File: src/rtl/codec_regif_pkg.sv
package codec_regif_pkg;
  localparam int unsigned SLOT_N  = 4;
  localparam int unsigned REQ_BIT = 0;
  localparam int unsigned WR_BIT  = 1;

  typedef enum logic [1:0] {
    SLOT_CTRL  = 2'd0,
    SLOT_CREG  = 2'd1,
    SLOT_TXD   = 2'd2,
    SLOT_RXD   = 2'd3
  } slot_e;
endpackage

File: src/rtl/codec_regif_decode.sv
module codec_regif_decode #(
  parameter int unsigned ADDR_W = 6,
  parameter int unsigned STRB_W = 4,
  parameter int unsigned SLOTS  = 4
) (
  input  logic                       sel,
  input  logic                       we,
  input  logic [ADDR_W-1:0]          addr,
  input  logic [STRB_W-1:0]          strb,
  output logic [SLOTS-1:0]           wr_en,
  output logic                       rd_hit,
  output logic [$clog2(SLOTS)-1:0]   rd_idx
);
  localparam int unsigned WORD_W = ADDR_W - 2;
  localparam int unsigned IDX_W  = $clog2(SLOTS);

  function automatic logic whole_word(input logic [STRB_W-1:0] s, input logic [1:0] lo);
    return (&s) && (lo == 2'b00);
  endfunction

  function automatic logic mapped(input logic [WORD_W-1:0] w);
    return w < WORD_W'(SLOTS);
  endfunction

  logic              accept;
  logic [WORD_W-1:0] word;

  assign word = addr[ADDR_W-1:2];

  always_comb begin
    accept = sel && whole_word(strb, addr[1:0]) && mapped(word);
    wr_en  = '0;
    if (accept && we) wr_en[word[IDX_W-1:0]] = 1'b1;
    rd_hit = accept && !we;
    rd_idx = word[IDX_W-1:0];
  end
endmodule

File: src/rtl/codec_regif_ctrl.sv
module codec_regif_ctrl
  import codec_regif_pkg::*;
#(
  parameter int unsigned DATA_W = 32
) (
  input  logic              clk,
  input  logic              rst_n,
  input  logic              wr_en,
  input  logic [DATA_W-1:0] wdata,
  output logic [DATA_W-1:0] ctrl_q,
  output logic              req_done_irq,
  output logic              reply_irq
);
  function automatic logic [DATA_W-1:0] strip_trigger(input logic [DATA_W-1:0] d);
    return d & ~(DATA_W'(1) << REQ_BIT);
  endfunction

  logic fire;
  logic is_write;

  assign fire     = wr_en && wdata[REQ_BIT];
  assign is_write = wdata[WR_BIT];

  always_ff @(posedge clk or negedge rst_n) begin
    if (!rst_n) begin
      ctrl_q       <= '0;
      req_done_irq <= 1'b0;
      reply_irq    <= 1'b0;
    end else begin
      req_done_irq <= fire && is_write;
      reply_irq    <= fire && !is_write;
      if (wr_en) ctrl_q <= strip_trigger(wdata);
    end
  end

  assert_req_cause_R3: assert property (@(posedge clk) disable iff (!rst_n)
    req_done_irq |-> $past(wr_en && wdata[REQ_BIT] && wdata[WR_BIT]));

  assert_reply_cause_R4: assert property (@(posedge clk) disable iff (!rst_n)
    reply_irq |-> $past(wr_en && wdata[REQ_BIT] && !wdata[WR_BIT]));

  assert_quiet_write_R6: assert property (@(posedge clk) disable iff (!rst_n)
    (wr_en && !wdata[REQ_BIT]) |=> (!req_done_irq && !reply_irq));
endmodule

File: src/rtl/codec_regif_word.sv
module codec_regif_word #(
  parameter int unsigned DATA_W   = 32,
  parameter bit          HAS_LOAD = 1'b0
) (
  input  logic              clk,
  input  logic              rst_n,
  input  logic              wr_en,
  input  logic [DATA_W-1:0] wdata,
  input  logic              ld_en,
  input  logic [DATA_W-1:0] ld_data,
  output logic [DATA_W-1:0] q
);
  generate
    if (HAS_LOAD) begin : g_load
      always_ff @(posedge clk or negedge rst_n) begin
        if (!rst_n)      q <= '0;
        else if (ld_en)  q <= ld_data;
        else if (wr_en)  q <= wdata;
      end

      assert_side_priority_R9: assert property (@(posedge clk) disable iff (!rst_n)
        ld_en |=> (q == $past(ld_data)));

      assert_store_R7: assert property (@(posedge clk) disable iff (!rst_n)
        (wr_en && !ld_en) |=> (q == $past(wdata)));
    end else begin : g_plain
      logic unused_ld;
      assign unused_ld = ld_en ^ (^ld_data);

      always_ff @(posedge clk or negedge rst_n) begin
        if (!rst_n)      q <= '0;
        else if (wr_en)  q <= wdata;
      end

      assert_store_R7: assert property (@(posedge clk) disable iff (!rst_n)
        wr_en |=> (q == $past(wdata)));
    end
  endgenerate
endmodule

File: src/rtl/codec_regif.sv
module codec_regif
  import codec_regif_pkg::*;
#(
  parameter int unsigned DATA_W = 32,
  parameter int unsigned ADDR_W = 6
) (
  input  logic                  clk,
  input  logic                  rst_n,
  input  logic                  bus_sel,
  input  logic                  bus_we,
  input  logic [ADDR_W-1:0]     bus_addr,
  input  logic [DATA_W/8-1:0]   bus_strb,
  input  logic [DATA_W-1:0]     bus_wdata,
  output logic [DATA_W-1:0]     rd_data,
  input  logic                  ld_valid,
  input  logic [DATA_W-1:0]     ld_data,
  output logic                  req_done_irq,
  output logic                  reply_irq
);
  localparam int unsigned STRB_W = DATA_W / 8;
  localparam int unsigned IDX_W  = $clog2(SLOT_N);

  logic [SLOT_N-1:0]  wr_en;
  logic               rd_hit;
  logic [IDX_W-1:0]   rd_idx;
  logic [DATA_W-1:0]  word_q [SLOT_N];

  codec_regif_decode #(
    .ADDR_W (ADDR_W),
    .STRB_W (STRB_W),
    .SLOTS  (SLOT_N)
  ) u_decode (
    .sel    (bus_sel),
    .we     (bus_we),
    .addr   (bus_addr),
    .strb   (bus_strb),
    .wr_en  (wr_en),
    .rd_hit (rd_hit),
    .rd_idx (rd_idx)
  );

  codec_regif_ctrl #(
    .DATA_W (DATA_W)
  ) u_ctrl (
    .clk          (clk),
    .rst_n        (rst_n),
    .wr_en        (wr_en[SLOT_CTRL]),
    .wdata        (bus_wdata),
    .ctrl_q       (word_q[SLOT_CTRL]),
    .req_done_irq (req_done_irq),
    .reply_irq    (reply_irq)
  );

  for (genvar g = 1; g < SLOT_N; g++) begin : g_word
    codec_regif_word #(
      .DATA_W   (DATA_W),
      .HAS_LOAD (g == int'(SLOT_RXD))
    ) u_word (
      .clk     (clk),
      .rst_n   (rst_n),
      .wr_en   (wr_en[g]),
      .wdata   (bus_wdata),
      .ld_en   (ld_valid),
      .ld_data (ld_data),
      .q       (word_q[g])
    );
  end

  always_ff @(posedge clk or negedge rst_n) begin
    if (!rst_n)      rd_data <= '0;
    else if (rd_hit) rd_data <= word_q[rd_idx];
    else             rd_data <= '0;
  end

  assert_irq_exclusive_R11: assert property (@(posedge clk) disable iff (!rst_n)
    $onehot0({req_done_irq, reply_irq}));

  assert_ctrl_trigger_hidden_R5: assert property (@(posedge clk) disable iff (!rst_n)
    (rd_hit && rd_idx == IDX_W'(SLOT_CTRL)) |=> !rd_data[REQ_BIT]);

  assert_unmapped_read_zero_R10: assert property (@(posedge clk) disable iff (!rst_n)
    (bus_sel && !bus_we && !rd_hit) |=> (rd_data == '0));
endmodule

File: config.mk
export PLATFORM = sky130hd
export DESIGN_NAME = codec_regif
export DESIGN_NICKNAME = d
export VERILOG_FILES = /design/src/rtl/codec_regif_pkg.sv /design/src/rtl/codec_regif_decode.sv /design/src/rtl/codec_regif_ctrl.sv /design/src/rtl/codec_regif_word.sv /design/src/rtl/codec_regif.sv
export SDC_FILE = /design/constraint.sdc
export NUM_CORES = 1
export LEC_CHECK = 0
export BUFFER_PORTS_ARGS = -buffer_cell sky130_fd_sc_hd__buf_2
export CAP_MARGIN = 20
export CORE_MARGIN = 2
export CORE_UTILIZATION = 49
export DETAILED_ROUTE_END_ITERATION = 10
export PLACE_DENSITY = 0.74
export RECOVER_POWER = 50
export SLEW_MARGIN = 20
export SYNTH_ARGS = -nofsm -noshare
export SYNTH_HDL_FRONTEND = slang
export SYNTH_SLANG_ARGS = --single-unit
File: constraint.sdc
create_clock -name clk -period 1.05 [get_ports clk]
set_clock_uncertainty 0.05 [all_clocks]
set_input_delay 0.0525 -clock clk [delete_from_list [all_inputs] [get_ports clk]]
set_output_delay 0.0525 -clock clk [all_outputs]
set_load 0.02 [all_outputs]
==> results by group, run 1 <==
Placement
  – RD Place Congestion: 0.794
  – Post-DP HPWL: 10300 µm
  – Placed instance area: 0.00807 mm²
  – Port bufs: 112
  – Post-Place Cells: 796

Critical path
  – Highest fanout seen on the critical path: 2
  – Crit path largest cell delay: 0.49 ns
  – CP max-delay cell: mux4_2
  – R2r setup slk: -0.14 ns
  – Reg-to-Reg End: rd_data[20]$_DFF_PN0_
  – Critical Path Source: g_word[3].u_word.q[20]$_DFFE_PN0P_
  – Setup Crit Path Kind: reg2reg
  – Crit path capture type: flop
  – R2R depth: 2
  – Reg2reg start: g_word[3].u_word.q[20]$_DFFE_PN0P_
  – Crit path launch type: flop
  – Req. time, crit path: 1.30 ns
  – Critical Path AT: 1.45 ns
  – Critical path, cell by cell: mux4_2, nor2b_4

STA
  – Fin crit share: 1.14
  – RSZ-0062 raised after global routing: true
  – Final setup margin: -0.145 ns
  – Hold WS: 0.0976 ns
  – Post-route setup TNS: -5.52 ns
  – Worst Tran Pin Value: 0.473 ns
  – Slew Limit Fails: 0
  – Final Critical Period: 1.19 ns
  – Final hold vios: 0
  – Final setup fails: 72
  – Achievable clock frequency: 0.837 GHz
  – Slew margin rel.: 0.685

Clock network
  – CTS max path bufs: 2
  – Clock root cell: clkbuf_16
  – Clock latency at the later pin of the worst-skew pair: 0.42 ns
  – Clock tree from TritonCTS: built
  – Clk sink count: 161
  – Htree depth: 4
  – Worst-path clk slew: 0.06 ns
  – Num CTS Buffers: 17

Power and ir drop
  – Switching Power: 0.00296 W
  – Internal: 0.0107 W
  – Sequential power share: 0.475
  – Gate power share: 0.101
  – Clock power share: 0.424
  – Net Sw Frac: 0.217
  – Peak supply drop: 0.00102 V
  – Leak Pwr: 4.84 nW
  – Power density cells: 1400 mW/mm²

Global routing
  – Vias in the first global route: 5180
  – First-pass GRT wire length: 26500 µm
  – Gr ovfl total: 0
  – Gr usage total: 0.235
  – Initial antenna violation count: 0
  – Pin count of the biggest net entering global routing: 35

Cells and area
  – Share of cells above drive strength 1: 0.459
  – Final Net Count: 797
  – Final instance area: 0.00973 mm²
  – Area grow syn2layout: 39.8%
  – Fill count: 925
  – Non-Filler Instances: 908
  – Reg area: 0.00403 mm²
  – Antenna diodes: 0
  – Multi-input logic area: 0.00286 mm²

Floorplan
  – Die area: 0.0152 mm²
  – Effective utilization at floorplan: 0.501
  – Core area: 0.0139 mm²
  – I/O pin total: 113
  – Rows: 43
  – Die X-Extent: 123 µm
  – Die Ht: 123 µm

Routing
  – Initial DRC count: 400
  – Drt first pass iters: 4
  – ANT nets after route: 0
  – Drc violations: 0
  – WL final: 17400 µm
  – Vias per cell: 5.43
  – DR WL/cell: 19.1 µm
  – DR vias: 4933

Synth
  – Synth top area cells: dfrtp_1 (58%), mux2_2 (17%), mux4_2 (10%), nand2_1 (5.2%), nor2b_1 (2.8%)
  – Post-synth top area share: 0.579
  – Synth Net Count: 578
  – Yosys warns: 0
  – Synth area leader: dfrtp_1
  – Syn Area/Cell: 13.9 µm²
  – Register area share after synthesis: 0.579
  – Synth Instances: 499
  – Synth Register Bits: 161
  – Synth Cell Area: 0.00696 mm²
  – Distinct cells, synth: 24

Worst hold path
  – Worst min-delay path class: in2async

Run status
  – Status: finished with violations
  – Failing checks: negative setup slack

Flow run
  – Max Cap Viol: 0
[kinds of logic after synthesis]
family          count (synthesis)  synth area share
buf+inv                        32            0.0235
simple gates                  157             0.108
compound gates                 15            0.0225
flops                         161             0.579
mux                           134             0.267
[power groups by stage]
stage	sequential [W]	combinational [W]	clock, W
2_1_floorplan	0.00654	0.000514	0
3_3_place_gp	0.00656	0.00101	0
3_5_place_dp	0.00657	0.00104	0
4_1_cts	0.00646	0.00128	0.00586
5_1_grt	0.00648	0.00148	0.00616
6_report	0.00647	0.00138	0.00578
[sequential cells by signal, summed over array words and instances (netlist names)]
register	count
g_word.u_word.q	96
rd_data	32
u_ctrl.ctrl_q	31
u_ctrl.reply_irq	1
u_ctrl.req_done_irq	1
[layer usage]
layer / global-route usage / up-vias / part of all wire
met2: 0.406 / 159 / 0.52
met3: 0.0577 / 29 / 0.052
met1: 0.288 / 2543 / 0.41
met5: 0 / - / 0
li1: - / 2202 / -
met4: 0.0810 / 0 / 0.018
[repair_timing]
item	4_1_cts	5_1_grt
setup buffers	8	10
hold endpoints to repair	290	0
pin swaps	3	2
resized for setup	27	73
endpoints found under the setup margin	42	106
cloned	0	2
hold buffers	65	0
[placed cells by master, fill, tap and decap left out, types with 2 or more instances in the layout]
master / instances
buf_2: 74
buf_6: 45
mux2_4: 18
clkbuf_16: 19
buf_4: 33
mux2_2: 84
dlygate4sd3_1: 65
nor2_1: 5
clkbuf_1: 2
clkbuf_8: 4
and4b_1: 2
a221o_1: 13
nand4_1: 2
and2_1: 13
dfrtp_1: 161
buf_12: 12
nor2b_1: 30
mux4_2: 31
clkinv_2: 4
nand2_1: 96
[cell type report]
class	instances	area share
Multi-Input combinational cell	306	0.294
Timing Repair Buffer	232	0.213
Clock inverter	6	0.00592
Tap cell	180	0.0231
Clock buffer	23	0.0502
Sequential cell	161	0.414
[critical path: cells and delay by family, from the launching register on]
family           cells  cell delay [ns]
muxes                1             0.49
DFF                  1             0.39
and+or+nand+nor      1             0.15
[per-stage QoR]
| step | power [W] | setup slack, ns | utilization |
|---|---|---|---|
| after global placement | 0.00757 | -0.401 | 0.581 |
| after CTS | 0.0136 | -0.135 | 0.678 |
| after global routing | 0.0141 | -0.164 | 0.701 |
| after detailed placement | 0.00761 | -0.444 | 0.581 |
| after floorplan | 0.00705 | -0.296 | - |
| final | 0.0136 | -0.145 | 0.701 |
[Yosys cell counts (all sizes together)]
library cell	instances
nor3b	1
nand4b	1
a21oi	1
and2	13
a221o	13
nand2	96
mux4	31
a31oi	1
and4b	2
buf	18
nor2b	31
dfrtp	161
and4bb	1
and4	2
clkbuf	14
nand4	2
mux2	103
and3	2
nand3	1
nor2	5
[worst max path at each step]
| stage | endpoint | slack (ns) | cells past startpoint |
|---|---|---|---|
| 3_5_place_dp | g_word[1].u_word.q[6]$_DFFE_PN0P_ | -0.44 | 6 |
| 5_1_grt | rd_data[4]$_DFF_PN0_ | -0.16 | 2 |
| 4_1_cts | rd_data[20]$_DFF_PN0_ | -0.14 | 2 |
| 2_1_floorplan | g_word[3].u_word.q[0]$_DFFE_PN0P_ | -0.30 | 5 |
| 3_3_place_gp | g_word[3].u_word.q[16]$_DFFE_PN0P_ | -0.40 | 6 |
| 6_report | rd_data[20]$_DFF_PN0_ | -0.14 | 2 |
Note: power is estimated with default switching activity, not from simulation.
==> inputs of run 2 (changes only) <==
--- a/config.mk
+++ b/config.mk
@@ -7,10 +7,12 @@
 export LEC_CHECK = 0
 export BUFFER_PORTS_ARGS = -buffer_cell sky130_fd_sc_hd__buf_2
 export CAP_MARGIN = 20
+export CELL_PAD_IN_SITES_DETAIL_PLACEMENT = 1
+export CELL_PAD_IN_SITES_GLOBAL_PLACEMENT = 1
 export CORE_MARGIN = 2
-export CORE_UTILIZATION = 49
+export CORE_UTILIZATION = 42
 export DETAILED_ROUTE_END_ITERATION = 10
-export PLACE_DENSITY = 0.74
+export PLACE_DENSITY_LB_ADDON = 0.1
 export RECOVER_POWER = 50
 export SLEW_MARGIN = 20
 export SYNTH_ARGS = -nofsm -noshare
==> constraint.sdc (replaced) <==
create_clock -name clk -period 1.05 [get_ports clk]
set_clock_uncertainty 0.05 [all_clocks]
set_input_delay 0.0525 -clock clk [delete_from_list [all_inputs] [get_ports clk]]
set_output_delay 0.0525 -clock clk [all_outputs]
set_load 0.1 [all_outputs]
==> results by group, run 2 (same netlist as run 1, synthesis figures left out) <==
STA
  – Achievable clock frequency: 0.782 GHz (-6.6%)
  – Final hold vios: 0 (unchanged)
  – Slew Limit Fails: 0 (unchanged)
  – Final setup fails: 192 (+170%)
  – Hold WS: 0.177 ns (+0.0793 ns)
  – Worst Tran Pin Value: 0.748 ns (+0.274 ns)
  – Fin crit share: 1.22 (+0.0804)
  – RSZ-0062 raised after global routing: true
  – Final Critical Period: 1.28 ns (+0.0845 ns)
  – Final setup margin: -0.229 ns (-0.0845 ns)
  – Slew margin rel.: 0.502 (-0.183)

Routing
  – WL final: 22200 µm (+28%)
  – Initial DRC count: 236 (-41%)
  – Vias per cell: 5.22 (-3.9%)
  – ANT nets after route: 0 (unchanged)
  – DR vias: 5169 (+4.8%)
  – Drt first pass iters: 4 (unchanged)
  – Drc violations: 0 (unchanged)
  – DR WL/cell: 22.4 µm (+17%)

Clock network
  – CTS max path bufs: 2 (unchanged)
  – Num CTS Buffers: 17 (unchanged)
  – Clock root cell: clkbuf_16
  – Clock latency at the later pin of the worst-skew pair: 0.43 ns (about the same)
  – Clock tree from TritonCTS: built
  – Worst-path clk slew: 0.07 ns (about the same)
  – Clk sink count: 161 (unchanged)
  – Htree depth: 4 (unchanged)

Global routing
  – Gr busiest metal: met2
  – GR Util met2: 0.486 (+0.0806)
  – Initial antenna violation count: 1 (+1)
  – First-pass GRT wire length: 34100 µm (+29%)
  – Gr usage total: 0.258 (+0.0238)
  – Global Route met1 Usage: 0.300 (+0.0116)
  – Vias in the first global route: 6023 (+16%)
  – Met3 usage: 0.0525 (-0.00517)
  – Gr ovfl total: 0 (unchanged)
  – Pin count of the biggest net entering global routing: 39 (+11%)

Run status
  – Status: finished with violations
  – Failing checks: negative setup slack

Power and ir drop
  – Total power: 0.0144 W (+5.8%)
  – Switching Power: 0.00338 W (+14%)
  – Internal: 0.0110 W (+3.5%)
  – Leak Pwr: 5.18 nW (+6.9%)
  – Clock power share: 0.447 (+0.023)
  – Net Sw Frac: 0.235 (+0.0174)
  – Power density cells: 1340 mW/mm² (-4.4%)
  – Gate power share: 0.104 (+0.003)
  – Peak supply drop: 0.00110 V (+7.9%)
  – Sequential power share: 0.449 (-0.026)

Cells and area
  – Fill count: 1550 (+68%)
  – Fin util: 0.656 (-0.0445)
  – Max reg flops: 96 (unchanged)
  – Commonest non-fill, non-tap cell in the layout: dfrtp_1
  – Reg area: 0.00403 mm² (unchanged)
  – Non-Filler Instances: 990 (+9.0%)
  – Most frequent cells in the layout: dfrtp_1 (161), mux2_2 (92), nand2_1 (79)
  – Share of cells above drive strength 1: 0.544 (+0.0854)
  – Area grow syn2layout: 54.7%
  – Final Net Count: 836 (+4.9%)
  – Largest register by flop count: g_word.u_word.q
  – Top flop regs: g_word.u_word.q: 96 flops, rd_data: 32 flops, u_ctrl.ctrl_q: 31 flops
  – Multi-input logic area: 0.00305 mm² (+6.8%)
  – Antenna diodes: 0 (unchanged)

Floorplan
  – I/O pin total: 113 (unchanged)
  – Effective utilization at floorplan: 0.424 (-0.0772)
  – Core area: 0.0164 mm² (+18%)
  – Die area: 0.0176 mm² (+16%)
  – Die X-Extent: 133 µm (+7.8%)
  – Rows: 47 (+9.3%)
  – Die Ht: 133 µm (+7.8%)

Critical path
  – Crit path capture type: flop
  – Highest fanout seen on the critical path: 5 (+3)
  – Critical Path AT: 1.54 ns (+0.09 ns)
  – Delay-heaviest family, CP: buffers and inverters
  – Crit path largest cell delay: 0.37 ns (-0.12 ns)
  – CP most frequent cell: buf_6
  – Setup Crit Path Kind: in2reg
  – Crit path launch type: input pin
  – Req. time, crit path: 1.31 ns (about the same)
  – Worst path bufs/invs: 5 (+5)
  – Critical path, cell by cell: buf_6, and4bb_4, buf_6, buf_6, nand4_1, buf_6, buf_16, mux2_4
  – CP max-delay cell: and4bb_4

Placement
  – RD Place Congestion: 0.733 (-7.7%)
  – Post-Place Cells: 853 (+7.2%)
  – Post-DP HPWL: 12600 µm (+22%)
  – Port bufs: 112 (unchanged)

Flow run
  – Max Cap Viol: 0 (unchanged)

Worst hold path
  – Worst min-delay path class: in2async
==> run 2: power groups by stage <==
stage          Clock [W]  Sequential, W  Combinational [W]
6_report         0.00644        0.00647            0.00150
5_1_grt          0.00682        0.00648            0.00162
4_1_cts          0.00650        0.00646            0.00143
3_5_place_dp           0        0.00657            0.00108
3_3_place_gp           0        0.00656            0.00104
2_1_floorplan          0        0.00654           0.000514
==> run 2: path summary, 6_finish.rpt <==
path                            slack [ns]                                from                            endpoint  cells past startpoint
worst max-delay path                 -0.23                         bus_addr[0]  g_word[1].u_word.q[17]$_DFFE_PN0P_                      8
worst min-delay path                  0.18                               rst_n   g_word[3].u_word.q[8]$_DFFE_PN0P_                      2
worst max register to register       -0.19  g_word[3].u_word.q[10]$_DFFE_PN0P_               rd_data[10]$_DFF_PN0_                      2
worst min register to register        0.42        u_ctrl.ctrl_q[3]$_DFFE_PN0P_        u_ctrl.ctrl_q[3]$_DFFE_PN0P_                      2
max in group asynchronous                0                               rst_n               rd_data[30]$_DFF_PN0_                      3
min in group clk                      0.27                            ld_valid   g_word[3].u_word.q[6]$_DFFE_PN0P_                      4
==> run 2: layer usage <==
metal	routed length [µm]	vias to the layer above
li1	-	2281
met1	8630	2728
met3	740	29
met4	417	2
met5	7	-
met2	12400	129
==> run 2: stage by stage <==
stage	setup slack [ns]	TNS, ns	area, µm²
6_report	-0.229	-20.51	10800
5_1_grt	-0.243	-26.92	10800
4_1_cts	-0.193	-13.04	10400
3_5_place_dp	-0.532	-70.00	8690
3_3_place_gp	-0.492	-64.62	8690
2_1_floorplan	-0.296	-29.05	7060
==> run 2: layout make-up <==
type / instances / share of cell area
clock buffers: 17 / 0.0395
repair buffers: 271 / 0.260
clock inverters: 15 / 0.0172
well taps: 220 / 0.0256
multi-input cells: 306 / 0.283
flip-flops and latches: 161 / 0.374
==> run 2: what timing repair did <==
item | 4_1_cts | 5_1_grt
endpoints found under the hold margin | 290 | 0
pin swaps | 5 | 9
gates resized for setup | 55 | 59
gates cloned | 5 | 2
setup buffers | 20 | 18
hold buffers | 65 | 0
setup endpoints to repair | 161 | 181
